<file path="src/rtl/bank_regfile_pkg.sv">
// Package: shared types and mapping helpers for the mode-banked register file.
// Assumes 16 logical registers and the fixed bank layout described in the brief.
package bank_regfile_pkg;

    localparam int NUM_LREG  = 16;
    localparam int LIDX_W    = $clog2(NUM_LREG);
    localparam int NUM_PHYS  = 31;
    localparam int PIDX_W    = $clog2(NUM_PHYS);
    localparam int NUM_SAVED = 5;

    // Register bank selected by a mode; BK_USR also covers system and unlisted codes.
    typedef enum logic [2:0] {
        BK_USR = 3'd0,
        BK_FIQ = 3'd1,
        BK_IRQ = 3'd2,
        BK_SVC = 3'd3,
        BK_ABT = 3'd4,
        BK_UND = 3'd5
    } bank_e;

    // Turn a 5-bit mode code into a bank.
    function automatic bank_e decode_mode(input logic [4:0] m);
        case (m)
            5'b10001: return BK_FIQ;
            5'b10010: return BK_IRQ;
            5'b10011: return BK_SVC;
            5'b10111: return BK_ABT;
            5'b11011: return BK_UND;
            default:  return BK_USR;
        endcase
    endfunction

    // Physical layout: 0..15 common r0..r15, 16..22 fast-interrupt r8..r14,
    // then r13/r14 pairs at 23 (irq), 25 (svc), 27 (abt), 29 (und).
    function automatic logic [PIDX_W-1:0] to_phys(input bank_e b, input logic [LIDX_W-1:0] l);
        logic [PIDX_W-1:0] lw;
        lw = PIDX_W'(l);
        if (l < 4'd8 || l == 4'd15) return lw;
        if (b == BK_FIQ)            return lw + 5'd8;
        if (l < 4'd13)              return lw;
        case (b)
            BK_IRQ:  return lw + 5'd10;
            BK_SVC:  return lw + 5'd12;
            BK_ABT:  return lw + 5'd14;
            BK_UND:  return lw + 5'd16;
            default: return lw;
        endcase
    endfunction

endpackage

</file>
<file path="src/rtl/bank_map.sv">
// Module: bank_map
// Converts the mode and force-user input into a bank, and maps every logical
// index of the block's ports to a physical word index.
// Assumes purely combinational use; holds no state.
module bank_map
    import bank_regfile_pkg::*;
#(
    parameter int NPORT = 3
) (
    input  logic [4:0]                    mode_i,
    input  logic                          usr_bank_i,
    input  logic [NPORT-1:0][LIDX_W-1:0]  lidx_i,
    output logic [NPORT-1:0][PIDX_W-1:0]  pidx_o,
    output bank_e                         mode_bank_o
);

    bank_e gpr_bank;

    // Pick the bank used for general accesses (the forced user bank, or the mode's own).
    always_comb begin
        mode_bank_o = decode_mode(mode_i);
        gpr_bank    = usr_bank_i ? BK_USR : mode_bank_o;
    end

    for (genvar g = 0; g < NPORT; g++) begin : g_port
        // Map one logical index to its physical word.
        always_comb pidx_o[g] = to_phys(gpr_bank, lidx_i[g]);
    end

endmodule

</file>
<file path="src/rtl/gpr_array.sv">
// Module: gpr_array
// Physical general register storage with NRD combinational read ports and
// one synchronous write port. Has no reset, by design; contents are unknown until written.
module gpr_array #(
    parameter int DATA_W = 32,
    parameter int DEPTH  = 31,
    parameter int NRD    = 2,
    localparam int AW    = $clog2(DEPTH)
) (
    input  logic                         clk,
    input  logic                         we,
    input  logic [AW-1:0]                waddr,
    input  logic [DATA_W-1:0]            wdata,
    input  logic [NRD-1:0][AW-1:0]       raddr,
    output logic [NRD-1:0][DATA_W-1:0]   rdata
);

    logic [DATA_W-1:0] mem [DEPTH];

    // Commit a write at the clock edge.
    always_ff @(posedge clk) begin
        if (we) mem[waddr] <= wdata;
    end

    for (genvar g = 0; g < NRD; g++) begin : g_rd
        // Combinational read; a same-cycle write is not bypassed.
        always_comb rdata[g] = mem[raddr[g]];
    end

endmodule

</file>
<file path="src/rtl/saved_bank.sv">
// Module: saved_bank
// One saved-status word per exception bank, cleared by synchronous active-low reset.
// Assumes bank values 1..NUM_SAVED name the exception banks; 0 has no word.
module saved_bank
    import bank_regfile_pkg::*;
#(
    parameter int DATA_W = 32
) (
    input  logic               clk,
    input  logic               rst_n,
    input  bank_e              bank_i,
    input  logic               we,
    input  logic [DATA_W-1:0]  wdata,
    output logic [DATA_W-1:0]  rdata
);

    logic [NUM_SAVED-1:0]             wen;
    logic [NUM_SAVED-1:0][DATA_W-1:0] store;

    for (genvar i = 0; i < NUM_SAVED; i++) begin : g_word
        // Decode the write enable of this word.
        always_comb wen[i] = we && (bank_i == bank_e'(i + 1));

        // Hold one saved-status word.
        always_ff @(posedge clk) begin
            if (!rst_n)      store[i] <= '0;
            else if (wen[i]) store[i] <= wdata;
        end
    end

    // Select the current bank's word; no word exists for the user bank.
    always_comb begin
        rdata = '0;
        for (int i = 0; i < NUM_SAVED; i++) begin
            if (bank_i == bank_e'(i + 1)) rdata = store[i];
        end
    end

    // at most one saved-status word is written per cycle
    p_one_word_r8: assert property (@(posedge clk) disable iff (!rst_n)
        $onehot0(wen));

    // a write in a bank without a saved word leaves every word unchanged
    p_user_ignored_r9: assert property (@(posedge clk) disable iff (!rst_n)
        (we && bank_i == BK_USR) |=> $stable(store));

    // reset clears every saved word
    p_reset_clear_r10: assert property (@(posedge clk)
        !rst_n |=> (store == '0));

endmodule

</file>
<file path="src/rtl/bank_regfile.sv">
// Module: bank_regfile (top)
// Mode-banked register file: two read ports, one write port, and per-mode
// saved-status words. Assumes the mode and force-user inputs are stable
// around each clock edge at which they matter.
module bank_regfile
    import bank_regfile_pkg::*;
#(
    parameter int DATA_W = 32
) (
    input  logic              clk,
    input  logic              rst_n,
    input  logic [4:0]        mode_i,
    input  logic              usr_bank_i,
    input  logic [3:0]        rd_a_idx,
    output logic [DATA_W-1:0] rd_a_data,
    input  logic [3:0]        rd_b_idx,
    output logic [DATA_W-1:0] rd_b_data,
    input  logic              wr_en,
    input  logic [3:0]        wr_idx,
    input  logic [DATA_W-1:0] wr_data,
    input  logic              sps_wr_en,
    input  logic [DATA_W-1:0] sps_wr_data,
    output logic [DATA_W-1:0] sps_rd_data
);

    localparam int NPORT = 3;
    localparam int NRD   = 2;

    logic [NPORT-1:0][LIDX_W-1:0] lidx;
    logic [NPORT-1:0][PIDX_W-1:0] pidx;
    logic [NRD-1:0][PIDX_W-1:0]   raddr;
    logic [NRD-1:0][DATA_W-1:0]   rdata;
    bank_e                        mode_bank;

    // Gather the logical indices: slot 0 write, 1 read A, 2 read B.
    always_comb begin
        lidx[0] = wr_idx;
        lidx[1] = rd_a_idx;
        lidx[2] = rd_b_idx;
        raddr[0] = pidx[1];
        raddr[1] = pidx[2];
        rd_a_data = rdata[0];
        rd_b_data = rdata[1];
    end

    bank_map #(.NPORT(NPORT)) u_map (
        .mode_i      (mode_i),
        .usr_bank_i  (usr_bank_i),
        .lidx_i      (lidx),
        .pidx_o      (pidx),
        .mode_bank_o (mode_bank)
    );

    gpr_array #(.DATA_W(DATA_W), .DEPTH(NUM_PHYS), .NRD(NRD)) u_gpr (
        .clk   (clk),
        .we    (wr_en),
        .waddr (pidx[0]),
        .wdata (wr_data),
        .raddr (raddr),
        .rdata (rdata)
    );

    saved_bank #(.DATA_W(DATA_W)) u_sps (
        .clk    (clk),
        .rst_n  (rst_n),
        .bank_i (mode_bank),
        .we     (sps_wr_en),
        .wdata  (sps_wr_data),
        .rdata  (sps_rd_data)
    );

    // shared registers map to the index of the same number
    p_shared_low_r1: assert property (@(posedge clk) disable iff (!rst_n)
        (rd_a_idx < 4'd8 || rd_a_idx == 4'd15) |-> (pidx[1] == PIDX_W'(rd_a_idx)));

    // fast-interrupt r8..r14 never land in the common words
    p_fiq_private_r2: assert property (@(posedge clk) disable iff (!rst_n)
        (mode_i == 5'b10001 && !usr_bank_i && rd_a_idx >= 4'd8 && rd_a_idx <= 4'd14)
            |-> (pidx[1] >= 5'd16));

    // the forced user bank never selects a banked word
    p_force_user_r5: assert property (@(posedge clk) disable iff (!rst_n)
        usr_bank_i |-> (pidx[0] < 5'd16 && pidx[1] < 5'd16 && pidx[2] < 5'd16));

    // a written value is visible on port A after the edge
    p_write_visible_r6: assert property (@(posedge clk) disable iff (!rst_n)
        wr_en |=> ((rd_a_idx == $past(wr_idx) && $stable(mode_i) && $stable(usr_bank_i))
                   -> (rd_a_data == $past(wr_data))));

    // with no write, a steady read address returns steady data
    p_read_hold_r6: assert property (@(posedge clk) disable iff (!rst_n)
        (!wr_en && !$isunknown(rd_a_data)) |=>
            ((rd_a_idx == $past(rd_a_idx) && $stable(mode_i) && $stable(usr_bank_i))
             -> (rd_a_data == $past(rd_a_data))));

endmodule

</file>
<file path="config.mk">
export PLATFORM = sky130hd
export DESIGN_NAME = bank_regfile
export DESIGN_NICKNAME = d
export VERILOG_FILES = /design/src/rtl/bank_regfile_pkg.sv /design/src/rtl/bank_map.sv /design/src/rtl/gpr_array.sv /design/src/rtl/saved_bank.sv /design/src/rtl/bank_regfile.sv
export SDC_FILE = /design/constraint.sdc
export NUM_CORES = 2
export LEC_CHECK = 0
export BUFFER_PORTS_ARGS = -buffer_cell sky130_fd_sc_hd__buf_2
export CAP_MARGIN = 0
export CORE_MARGIN = 2
export CORE_UTILIZATION = 31
export DETAILED_ROUTE_END_ITERATION = 12
export SYNTH_ARGS = -nofsm -noshare
export SYNTH_HDL_FRONTEND = slang
export SYNTH_HIERARCHICAL = 1
export SYNTH_SLANG_ARGS = --single-unit
</file>
<file path="constraint.sdc">
create_clock -name clk -period 5.4 [get_ports clk]
set_input_delay 0.81 -clock clk [delete_from_list [all_inputs] [get_ports clk]]
set_output_delay 0.81 -clock clk [all_outputs]
set_load 0.01 [all_outputs]
</file>
; Word level (Yosys, flattened, before mapping)
; Memories as Yosys holds them, arrays and structs flattened.
; Index checks and enable logic that the tools add are counted.
[word_totals]
reg_bits = 160
latch_bits = 0
ramBits = 992
rom_bits = 0
in_bits = 86
output_inout_bits = 96
wordCells = 99
n_memories = 1
[classes]
n_addsub = 15
n_mul = 0
div_mod_pow = 0
order_cmp = 6
n_eq_ne = 18
shift = 0
mux = 46
n_bitwise = 0
n_reduce_logical = 8
[memory_table]
columns = name, depth, word_bits, rd, rd_ports_with_merged_regs, write_ports, line
row1 = u_gpr.mem, 31, 32, 2, 0, 1, gpr_array.sv:18  ; logic [DATA_W-1:0] mem [DEPTH];
[op_table]
columns = op, n
row1 = 32-bit 2-to-1 mux, 5
row2 = 5-bit 2-to-1 mux, 18
row3 = "4-bit by 4-bit adder with 5-bit output, second input constant", 12
row4 = 5-bit case mux with 4 select lines, 3
row5 = "5-bit equality test, second input constant", 5
row6 = "4-bit < comparator, second input constant", 6
row7 = 1-bit 2-to-1 mux, 18
row8 = "4-bit by 5-bit adder with 5-bit output, second input constant", 3
row9 = 3-bit case mux with 5 select lines, 1
row10 = "3-bit by 2-bit equality test with 1-bit output, second input constant", 4
row11 = "3-bit equality test, second input constant", 4
row12 = "4-bit equality test, second input constant", 3
row13 = "3-bit by 1-bit equality test with 1-bit output, second input constant", 2
row14 = 1-bit logical AND, 5
row15 = 1-bit logical OR, 3
row16 = 3-bit 2-to-1 mux, 1

; Longest topological paths before layout
; An unclocked memory read counts as a cell.
[logic_depth]
word_depth = 12
depth_mapped = 17

; Hierarchy
; Netlist, hierarchy kept.
[modules_own_cells]
columns = module, instances, cells_per_inst, area_per_inst_um2, seq_area_each_um2
row1 = gpr_array, 1, 2534, 46230.6, 29788.6
row2 = saved_bank, 1, 857, 7203.2, 3203.1
row3 = bank_map, 1, 110, 802.0, 0.0

; Least setup slack after synthesis
; Ideal clock, no wire load.
[synth_timing]
kind = input to output
start = in mode_i[3]
end = out rd_b_data[1]
arrival_time_ps = 4004
required_time_ps = 4590
path_slack_ps = 586
path_stages = 14
path_cell_list = buf_2 > nor2b_1 > nor3b_1 > nor3_1 > inv_1 > fa_1 > nor3_1 > nor4_1 > nor3_1 > buf_4 > clkbuf_1 > o211ai_1 > a31o_2 > nor3_1
[synth_rtl]
columns = element, line
row1 = "start, declared", bank_regfile.sv:12  ; input logic [4:0] mode_i,
row2 = "end, declared", bank_regfile.sv:17  ; output logic [DATA_W-1:0] rd_b_data,

==> out/metrics.yaml <==
clocking:
  insertion_delay_ns: 0.74
  cts_buffer_depth: 3
  cts_tree: "built"
  cts_root_buf: "clkbuf_16"
  ctsHoldBuffers: 0
  cts_htree_levels: 3
  clk_pin_slew_ns: 0.06
  cts_buffers: 117
  cts.sink_count: 1152
run_status:
  status: "completed"
sta:
  fin_skew_ns: 0
  maxSlewHeadroom_pct: 16.82
  setup_ws_ns: 0.1379
  max_freq_mhz: 190.0
  final_hold_viol_count: 0
  rsz0062_at_grt: "true"
  timing.final.crit_share_pct: 97.45
  min_period_ns: 5.262
  tightestPinTransition_ns: 1.246
  setup_violations: 0
  slew_viol_final: 0
finish:
  drive_gt1_share_pct: 27.98
  final_cells: 6170
  final_util_pct: 36.42
  nets: 3837
  synthToLayoutAreaGrowth_pct: 16.71
setup_path:
  crit_top_cell: "nor3_2"
  critPathBufInv: 5
  crit_chain: "buf_2 > xor2_1 > nand4_1 > nor3_2 > inv_2 > fa_1 > nor3_2 > nor4_1 > nor3_2 > buf_4 > clkbuf_16 > or2_2 > o311ai_2 > buf_2"
  max_stage_delay_ns: 0.70
  cp-end-kind: "output port"
  required_ns: 4.59
  critical-path-slowest-cell: "o311ai_2"
  path_class: "in2out"
  worstPathArrival_ns: 4.45
  start_kind: "input pin"
  crit_family: "simple AND/OR/NAND/NOR gates"
  worstPathMaxFanout: 12
yosys:
  synth.avg_cell_area_um2: 15.49
  async_flop_share_pct: 0
  yosys-top-cells-area: "edfxtp_1 (55%), mux4_2 (13%), dfxtp_1 (5.9%)"
  synth_area_mm2: 0.05424
  synth_enable_flop_cells: 992
  synth_top_area_share_pct: 54.92
  yosys-top-cells-count: "edfxtp_1 (992), mux4_2 (312), mux2i_1 (295)"
  synth_most_common_cell: "edfxtp_1"
  netlist_instances: 3501
  seq_area_frac_synth_pct: 60.83
  synth_cell_types: 84
  syn-num-nets: 3596
  yosys.area.top_type: "edfxtp_1"
  synthFlopType: "edfxtp_1"
  ys_seq_elements: 1152
  yosysWarnings: 6
floorplanning:
  coreArea_mm2: 0.1738
  fp.dieH_um: 422.3
  ios: 182
  die_area_mm2: 0.1783
  chipWidth_um: 422.3
  start_util_pct: 31.20
  num_rows: 153
global_routing:
  grt-ovfl-total: 0
  grt_max_degree: 86
  track_usage_pct: 18.91
  grt_pass1_vias: 34221
  grt_pass1_wl_um: 245900
  antenna_found_initial: 28
power:
  pwr-share-clk_pct: 41.7
  switchingPower_mw: 4.644
  cellInternalPower_mw: 15.10
  combinationalPowerShare_pct: 8.7
  power_density_mw_per_mm2: 311.9
  power_frac_seq_pct: 49.6
  p_leak_nw: 20.31
  switching_share_pct: 23.52
  ir_drop_uv: 285.4
routing:
  wl_per_cell_um: 28.67
  post-route-drc-count: 0
  wl_um: 176900
  ant_nets: 0
  vias: 35078
  viasPerCell: 5.685
  first_pass_iters: 6
  drt_first_iter_violations: 4002
placement:
  place_congestion: 0.8272
  dp.cells: 5927
  dp_hpwl_um: 104200
  port_buffers: 181
  place_ws_ns: -0.08271
hold_path:
  hold_class: "in2reg"
run:
  maxCapViolCount: 0
-- per-layer routing --
metal,track usage (%),vias to the layer above,wire length [µm]
li1,-,14655,-
met1,24.41,18280,69170
met2,31.44,1726,85700
met3,3.708,393,14690
met4,7.048,24,7176
met5,0,-,146
-- tightest hold or removal path, cell delays in order --
cell      delay [ns]
buf_2           0.12
nand2_1         0.05
a21boi_1        0.05
-- final timing paths --
check | start | end | slack (ns) | cells after the start
max | mode_i[3] | rd_a_data[30] | 0.14 | 14
min | sps_wr_data[7] | u_sps/store[135] | 0.33 | 3
min reg2reg | u_sps/store[121] | u_sps/store[121] | 0.45 | 2
max reg2reg | u_sps/store[128] | u_sps/store[128] | 4.71 | 2
-- power groups by stage --
stage,registers (mW),clock network [mW],logic (mW)
floorplan,9.97,0,0.991
global placement,9.98,0,1.66
detailed placement,9.98,0,1.67
CTS,9.79,8.33,1.67
global route,9.80,8.68,1.81
finish,9.79,8.23,1.72
-- layout by cell type, fill, tap and decap left out, types with 11 or more instances in the layout --
cell type,count
dfxtp_1,160
o22ai_1,100
mux4_2,312
buf_4,147
inv_1,42
a21boi_1,92
nand4_1,22
a22oi_1,134
buf_12,64
nor2b_1,19
o211ai_1,44
clkbuf_1,21
edfxtp_1,992
nor3_1,23
nand2b_1,59
a31o_2,18
clkinv_2,18
a221oi_1,13
nand3_1,99
a21o_1,13
nor2_1,14
bufinv_16,11
mux4_1,14
nand2_1,279
a211oi_1,16
o21ai_0,77
mux2_2,71
clkbuf_16,125
o21ai_1,68
nor2_4,34
clkinv_1,21
o32a_1,31
mux2i_1,295
buf_2,178
-- state kept, by name, summed over array words and instances, names as in the netlist --
name / flops
u_gpr/mem: 992
u_sps/store: 160
-- cell families after synthesis --
kind of cell,Yosys count,synth area share (%)
buffers and inverters,327,3.601
flip-flops,1152,60.83
AO/OA/AOI/OAI,670,8.672
AND/OR/NAND/NOR,640,5.878
multiplexers,696,20.64
XOR/XNOR,7,0.1269
adder cells (fa/ha/maj),9,0.2492
-- metrics by stage --
stage | hold slack [ns] | total power [mW] | instance area [µm²] | setup TNS [ns]
floorplan | 0.4344 | 10.96 | 54240 | 0
global placement | 0.4397 | 11.64 | 58930 | -0.1506
detailed placement | 0.4442 | 11.65 | 58930 | -0.08271
CTS | 0.2754 | 19.80 | 62810 | 0
global route | 0.2968 | 20.29 | 63290 | -0.0006199
finish | 0.3295 | 19.75 | 63300 | 0
-- cell type report --
cell class	count	area, µm²
Multi-Input combinational cell	2026	19820
Timing Repair Buffer	402	3527
Clock buffer	146	3139
Fill cell	16491	110500
Sequential cell	1152	32990
Antenna cell	6	15.01
Tap cell	2325	2909
Inverter	43	161.4
Clock inverter	70	734.5
-- what timing repair did --
| item | in CTS | in global routing |
|---|---|---|
| buffers inserted | 0 | 11 |
| gates resized for setup | 1 | 31 |
| endpoints found under the hold margin | 0 | 0 |
| gates cloned | 0 | 10 |
| pin swaps | 0 | 10 |
| endpoints found under the setup margin | 1 | 58 |
No activity file was read; power rests on OpenSTA's default activity.
